`src/rtl/cfc_pkg.sv`:
```
package cfc_pkg;
    localparam int FRAME_W  = 16;
    localparam int ADDR_W   = 3;
    localparam int CDATA_W  = 8;
    localparam int DCNT_W   = 3;
    // mode register (address 0) field positions
    localparam int F_DATA   = 0;
    localparam int F_MIXED  = 1;
    localparam int F_DLB    = 2;
    localparam int F_SLB    = 3;
    localparam int F_DCNT   = 4;

    typedef enum logic [1:0] {
        ST_PROG  = 2'd0,
        ST_DATA  = 2'd1,
        ST_MIXED = 2'd2
    } mode_e;
endpackage

```
`src/rtl/cfc_rx.sv`:
```
module cfc_rx #(
    parameter int W = 16
) (
    input  logic         clk,
    input  logic         rst_n,
    input  logic         sdi,
    input  logic         fs,
    output logic         frame_vld,
    output logic [W-1:0] frame
);
    localparam int CW = $clog2(W) + 1;

    logic [W-1:0]  sh;
    logic [CW-1:0] bitc;
    logic          busy;

    always_ff @(posedge clk) begin
        if (!rst_n) begin
            sh        <= '0;
            bitc      <= '0;
            busy      <= 1'b0;
            frame_vld <= 1'b0;
        end else begin
            frame_vld <= 1'b0;
            if (fs) begin
                sh   <= {{(W-1){1'b0}}, sdi};
                bitc <= CW'(1);
                busy <= 1'b1;
            end else if (busy) begin
                sh   <= {sh[W-2:0], sdi};
                bitc <= bitc + 1'b1;
                if (bitc == CW'(W-1)) begin
                    busy      <= 1'b0;
                    frame_vld <= 1'b1;
                end
            end
        end
    end

    assign frame = sh;


    frame_gap_chk: assert property (@(posedge clk) disable iff (!rst_n)
        frame_vld |=> !frame_vld);
endmodule

```
`src/rtl/cfc_tx.sv`:
```
module cfc_tx #(
    parameter int W = 16
) (
    input  logic         clk,
    input  logic         rst_n,
    input  logic         start,
    input  logic [W-1:0] word,
    input  logic         clr_msb,
    input  logic         slb,
    input  logic         sdi,
    input  logic         fs,
    output logic         sdo,
    output logic         sdofs
);
    logic [W-1:0] sh;
    logic         ofs;
    logic [W-1:0] dly_d;
    logic [W-1:0] dly_f;

    always_ff @(posedge clk) begin
        if (!rst_n) begin
            sh    <= '0;
            ofs   <= 1'b0;
            dly_d <= '0;
            dly_f <= '0;
        end else begin
            sh    <= start ? word : {sh[W-2:0], 1'b0};
            ofs   <= start;
            dly_d <= {dly_d[W-2:0], sdi};
            dly_f <= {dly_f[W-2:0], fs};
        end
    end

    assign sdo   = slb ? dly_d[W-1] : sh[W-1];
    assign sdofs = slb ? dly_f[W-1] : ofs;


    adc_msb_clr_chk: assert property (@(posedge clk) disable iff (!rst_n)
        (start && clr_msb) |=> (slb || (sdofs && !sdo)));
endmodule

```
`src/rtl/cfc_ctrl.sv`:
```
module cfc_ctrl
    import cfc_pkg::*;
#(
    parameter int W = FRAME_W
) (
    input  logic               clk,
    input  logic               rst_n,
    input  logic               fs,
    input  logic               frame_vld,
    input  logic [W-1:0]       frame,
    input  logic [W-1:0]       adc_word,
    output logic               dac_load,
    output logic [W-1:0]       dac_word,
    output logic               ctl_we,
    output logic [ADDR_W-1:0]  ctl_addr,
    output logic [CDATA_W-1:0] ctl_data,
    output logic               tx_start,
    output logic [W-1:0]       tx_word,
    output logic               tx_clr_msb,
    output logic               slb
);
    mode_e              st, st_n;
    logic [DCNT_W-1:0]  dcnt, dcnt_n;
    logic [DCNT_W-1:0]  idx;
    logic               mine;
    logic               dlb, dlb_n, slb_n;

    logic               take, is_ctl, is_dat, wr_mode, mine_now;
    logic [ADDR_W-1:0]  f_addr;
    logic [CDATA_W-1:0] f_data;
    logic [DCNT_W-1:0]  f_cnt;
    logic [W-1:0]       dac_n;
    logic               unused_bits;

    assign f_addr      = frame[W-2 -: ADDR_W];
    assign f_data      = frame[CDATA_W-1:0];
    assign f_cnt       = f_data[F_DCNT +: DCNT_W];
    assign unused_bits = ^frame[W-2-ADDR_W:CDATA_W];
    assign mine_now    = (st != ST_PROG) && (idx == dcnt);

    always_comb begin
        take    = frame_vld && mine;
        is_ctl  = take && ((st == ST_PROG) || (st == ST_MIXED && frame[W-1]));
        is_dat  = take && ((st == ST_DATA) || (st == ST_MIXED && !frame[W-1]));
        wr_mode = is_ctl && (f_addr == '0);
        st_n    = st;
        dcnt_n  = dcnt;
        dlb_n   = dlb;
        slb_n   = slb;
        if (wr_mode) begin
            dcnt_n = (f_cnt == '0) ? DCNT_W'(1) : f_cnt;
            if (st == ST_MIXED) begin
                dlb_n = f_data[F_DLB];
                slb_n = f_data[F_SLB];
            end else begin
                dlb_n = dlb | f_data[F_DLB];
                slb_n = slb | f_data[F_SLB];
            end
            unique case ({f_data[F_MIXED], f_data[F_DATA]})
                2'b01:   st_n = ST_DATA;
                2'b11:   st_n = ST_MIXED;
                default: st_n = ST_PROG;
            endcase
        end
        if (dlb)
            dac_n = adc_word;
        else if (st == ST_MIXED)
            dac_n = {frame[W-2:0], 1'b0};
        else
            dac_n = frame;
    end

    // state register process
    always_ff @(posedge clk) begin
        if (!rst_n) begin
            st   <= ST_PROG;
            dcnt <= DCNT_W'(1);
            idx  <= DCNT_W'(1);
            mine <= 1'b1;
            dlb  <= 1'b0;
            slb  <= 1'b0;
        end else begin
            st   <= st_n;
            dcnt <= dcnt_n;
            dlb  <= dlb_n;
            slb  <= slb_n;
            if (st == ST_PROG) begin
                idx <= DCNT_W'(1);
                if (fs) mine <= 1'b1;
            end else if (fs) begin
                mine <= (idx == dcnt);
                idx  <= (idx >= dcnt) ? DCNT_W'(1) : idx + 1'b1;
            end
        end
    end

    // output process
    always_ff @(posedge clk) begin
        if (!rst_n) begin
            dac_load <= 1'b0;
            dac_word <= '0;
            ctl_we   <= 1'b0;
            ctl_addr <= '0;
            ctl_data <= '0;
        end else begin
            dac_load <= is_dat;
            ctl_we   <= is_ctl;
            if (is_dat) dac_word <= dac_n;
            if (is_ctl) begin
                ctl_addr <= f_addr;
                ctl_data <= f_data;
            end
        end
    end

    assign tx_start   = fs && mine_now && !slb;
    assign tx_clr_msb = (st == ST_MIXED);
    assign tx_word    = tx_clr_msb ? {1'b0, adc_word[W-2:0]} : adc_word;


    data_lock_chk: assert property (@(posedge clk) disable iff (!rst_n)
        (st == ST_DATA) |=> (st == ST_DATA && !ctl_we));

    loop_sticky_chk: assert property (@(posedge clk) disable iff (!rst_n)
        (($past(dlb) && !dlb) || ($past(slb) && !slb)) |-> ($past(st) == ST_MIXED));

    strobe_excl_chk: assert property (@(posedge clk) disable iff (!rst_n)
        $onehot0({dac_load, ctl_we}));

    mix_lsb_chk: assert property (@(posedge clk) disable iff (!rst_n)
        (dac_load && $past(st) == ST_MIXED && !$past(dlb)) |-> !dac_word[0]);
endmodule

```
`src/rtl/cascade_frame_ctl.sv`:
```
module cascade_frame_ctl
    import cfc_pkg::*;
(
    input  logic               clk,
    input  logic               rst_n,
    input  logic               ser_in,
    input  logic               ser_fs_in,
    input  logic [FRAME_W-1:0] adc_word,
    output logic               dac_load,
    output logic [FRAME_W-1:0] dac_word,
    output logic               cfg_we,
    output logic [ADDR_W-1:0]  cfg_addr,
    output logic [CDATA_W-1:0] cfg_data,
    output logic               ser_out,
    output logic               ser_fs_out
);
    logic               frame_vld;
    logic [FRAME_W-1:0] frame;
    logic               tx_start, tx_clr_msb, slb;
    logic [FRAME_W-1:0] tx_word;

    cfc_rx #(.W(FRAME_W)) u_rx (
        .clk(clk), .rst_n(rst_n), .sdi(ser_in), .fs(ser_fs_in),
        .frame_vld(frame_vld), .frame(frame)
    );

    cfc_ctrl #(.W(FRAME_W)) u_ctrl (
        .clk(clk), .rst_n(rst_n), .fs(ser_fs_in),
        .frame_vld(frame_vld), .frame(frame), .adc_word(adc_word),
        .dac_load(dac_load), .dac_word(dac_word),
        .ctl_we(cfg_we), .ctl_addr(cfg_addr), .ctl_data(cfg_data),
        .tx_start(tx_start), .tx_word(tx_word), .tx_clr_msb(tx_clr_msb),
        .slb(slb)
    );

    cfc_tx #(.W(FRAME_W)) u_tx (
        .clk(clk), .rst_n(rst_n), .start(tx_start), .word(tx_word),
        .clr_msb(tx_clr_msb), .slb(slb), .sdi(ser_in), .fs(ser_fs_in),
        .sdo(ser_out), .sdofs(ser_fs_out)
    );
endmodule

```
`config.mk`:
```
export PLATFORM = sky130hd
export DESIGN_NAME = cascade_frame_ctl
export DESIGN_NICKNAME = d
export VERILOG_FILES = /design/src/rtl/cfc_pkg.sv /design/src/rtl/cfc_rx.sv /design/src/rtl/cfc_tx.sv /design/src/rtl/cfc_ctrl.sv /design/src/rtl/cascade_frame_ctl.sv
export SDC_FILE = /design/constraint.sdc
export NUM_CORES = 1
export LEC_CHECK = 0
export CAP_MARGIN = 30
export CORE_MARGIN = 10
export CORE_UTILIZATION = 40
export DETAILED_ROUTE_END_ITERATION = 10
export SYNTH_ARGS = -nofsm -noshare
export SYNTH_HDL_FRONTEND = slang
export SYNTH_SLANG_ARGS = --single-unit
```
`constraint.sdc`:
```
create_clock -name clk -period 4.2 [get_ports clk]
set_clock_uncertainty 0.1 [all_clocks]
set_input_delay 0.63 -clock clk [delete_from_list [all_inputs] [get_ports clk]]
set_output_delay 0.63 -clock clk [all_outputs]
set_load 0.02 [all_outputs]
```
==> results.yml <==
clock_tree:
  clkTransAtPathRegs_ps: 100
  post-cts-setup-buffer-count: 0
  tritoncts: "done"
  root_buffer: "clkbuf_8"
  holdBufCountCts: 0
  h-tree-depth: 3
  clock-sinks: 112
  cts_buffers: 9
  cts_resized: 0
  clockBufferDepth: 2
  clk_latency_ps: 380
power_and_ir_drop:
  seq_power_share_pct: 58.1
  p_per_area_mw_per_mm2: 366
  ir_drop_mv: 0.212
  p_comb_share_pct: 3.7
  leakage_uw: 0.00186
  clkPwrFrac_pct: 38.1
  power_switching_share_pct: 21.7
  intPower_uw: 1450
  p_sw_uw: 401
grt:
  track_usage_pct: 13.1
  grt-ovfl-total: 0
  antenna_found_initial: 0
  grt_max_degree: 48
  grt_pass1_wl_um: 15700
  grt_pass1_vias: 3018
place:
  place_ws_ps: 1440
  gp_congestion: 0.768
  hpwl_um: 6620
  port_buffers: 50
  post_dp_cell_area_mm2: 0.00483
  dp_cells: 604
critical_path:
  crit_slowest_cell: "clkdlybuf4s50_1"
  crit_start: "u_ctrl.slb"
  crit_chain: "mux2_2 -> clkdlybuf4s50_1"
  criticalPathCategory: "flop to primary output"
  required_ps: 3470
  critPathMaxStageDelay_ps: 540
  r2r-start: "u_ctrl.st[0]"
  cp_data_arrival_time_ps: 1730
  r2r-end: "u_ctrl.dac_word[1]"
  crit_path_start_kind: "flop"
  crit_path_max_fanout: 5
  end_kind: "primary output"
  r2r_cells: 4
  regToRegSetupSlack_ps: 1760
cells_and_area:
  fin_cells: 619
  fillers: 986
  layout.nets: 505
  multi_input_area_mm2: 0.00182
  layout_commonest_cell: "dfxtp_1"
  seq_area_mm2: 0.00224
  fin_area_mm2: 0.00505
  synthToLayoutAreaGrowth_pct: 19.5
  drive_gt1_share_pct: 9.52
  final_cell_mix: "dfxtp_1, nor2_1, clkdlybuf4s50_1, and2_1, o21ai_0"
  diodes: 0
floorplan:
  row_count: 37
  core_mm2: 0.0103
  io_pins: 51
  fp.dieH_um: 123
  die_w_um: 123
  start_util_pct: 40.9
  dieArea_mm2: 0.0151
drt:
  firstDrtPassIters: 4
  antenna_left: 0
  wire_per_inst_um: 15.5
  drc: 0
  drt_wl_total_um: 9580
  num_vias: 3092
  viasPerCell: 5.00
  drtIter0Drc: 174
synthesis:
  syn_inst: 447
  ys_warn_count: 0
  synth_seq_cells: 112
  synth_edf_count: 0
  synth.top_cell.area_share_pct: 53.1
  avgSynthCellArea_um2: 9.44
  synth_seq_area_share_pct: 53.1
  synth.area.top_cells: "dfxtp_1, mux2i_1, nor2_1, and2_1, o21ai_0"
  netlist_area_mm2: 0.00422
  yosysTopAreaCell: "dfxtp_1"
  synth_flop_cell: "dfxtp_1"
  synth_fp_nets: 473
  async_flop_share_pct: 0
  synth_cell_types: 43
min_path:
  hp-class: "flop to flop"
  hp-start: "u_tx.dly_d[13]"
  holdPathStages: 1
  worstHoldEndpoint: "u_tx.dly_d[14]"
sta:
  post-route-period-util_pct: 58.5
  worst_pin_slew_ps: 1030
  rsz0062_at_grt: "false"
  min_period_ps: 2460
  max_freq_mhz: 407
  slew-limit-headroom_pct: 31.6
  tns_ps: 0
  hold_viol: 0
  fin_ws_ps: 1740
  report.final.slew_viol_count: 0
  setup-violations-final: 0
outcome:
  outcome: "finished, final reports clean"
flow_run:
  drv_cap: 0
[cells in the mapped netlist, types with 2 or more instances]
master / n
o22ai_1: 2
and2_1: 34
nor3_1: 16
nand2b_1: 5
ha_1: 6
a21oi_1: 3
nor2_1: 59
inv_1: 8
nand2_1: 25
mux2_2: 2
and3_1: 2
mux2i_1: 29
o21bai_1: 2
o21ai_0: 32
buf_2: 4
a31oi_1: 3
a31o_2: 15
dfxtp_1: 112
buf_1: 2
nand3_1: 18
clkbuf_1: 28
nor3b_1: 2
xor2_1: 3
nand3b_1: 2
a2111oi_0: 15
[metal layers]
layer	vias up	wire [µm]	global-route usage [%]
li1	1602	-	-
met1	1436	4540	16.0
met2	45	4410	21.3
met3	9	501	4.41
met4	0	134	4.42
met5	-	0	0
[cells by family after synthesis]
family                     after synthesis  synth area share [%]
xor gates and xnor gates                 3                 0.623
adders and majority gates                6                  1.78
AOI/OAI and AO/OA                       78                  12.6
buffers and inverters                   43                  4.12
and+or+nand+nor                        173                  20.0
DFF                                    112                  53.1
muxes                                   32                  7.77
[how the worst max path moves through the flow]
stage | end | depth (start not counted)
floorplan | u_ctrl.st[1] | 6
global placement | u_ctrl.dac_word[15] | 5
detailed placement | u_ctrl.dac_word[15] | 5
CTS | ser_fs_out | 2
global route | u_ctrl.dac_word[11] | 4
finish | ser_fs_out | 2
[registers in the layout, summed over array words and instances (netlist names), 2 cells and up]
register         flops
u_ctrl.dcnt          3
u_tx.sh             16
u_ctrl.dac_word     16
u_ctrl.st            2
u_tx.dly_d          16
u_rx.bitc            5
u_tx.dly_f          16
u_ctrl.ctl_data      8
u_ctrl.ctl_addr      3
u_ctrl.idx           3
u_rx.frame          16
[power by group through the flow]
stage                     Clock [µW]  Combinational [µW]  Sequential, µW
after floorplan                    0                39.3            1090
after global placement             0                62.5            1100
after detailed placement           0                70.3            1100
after CTS                        719                70.5            1070
after global routing             763                76.0            1080
final                            705                69.3            1070
[per-stage QoR]
stage | total power (µW) | utilization, % | hold WS, ps
after floorplan | 1130 | - | 312
after global placement | 1160 | 46.4 | 316
after detailed placement | 1170 | 46.8 | 318
after CTS | 1860 | 48.9 | 341
after global routing | 1910 | 48.9 | 356
final | 1850 | 48.9 | 340
[worst max-delay path, delay by kind of cell (launching register included)]
family / cells / cell delay, ps
buffers and inverters: 1 / 540
flip-flops: 1 / 440
multiplexers: 1 / 370
[final cells by class]
cell class,count,share of cell area [%]
well taps,136,3.37
multi-input cells,292,36.1
repair buffers,56,11.2
clock buffers,10,2.73
clock inverters,5,1.61
flip-flops and latches,112,44.4
inverters,8,0.595
No activity file was read; power rests on OpenSTA's default activity.
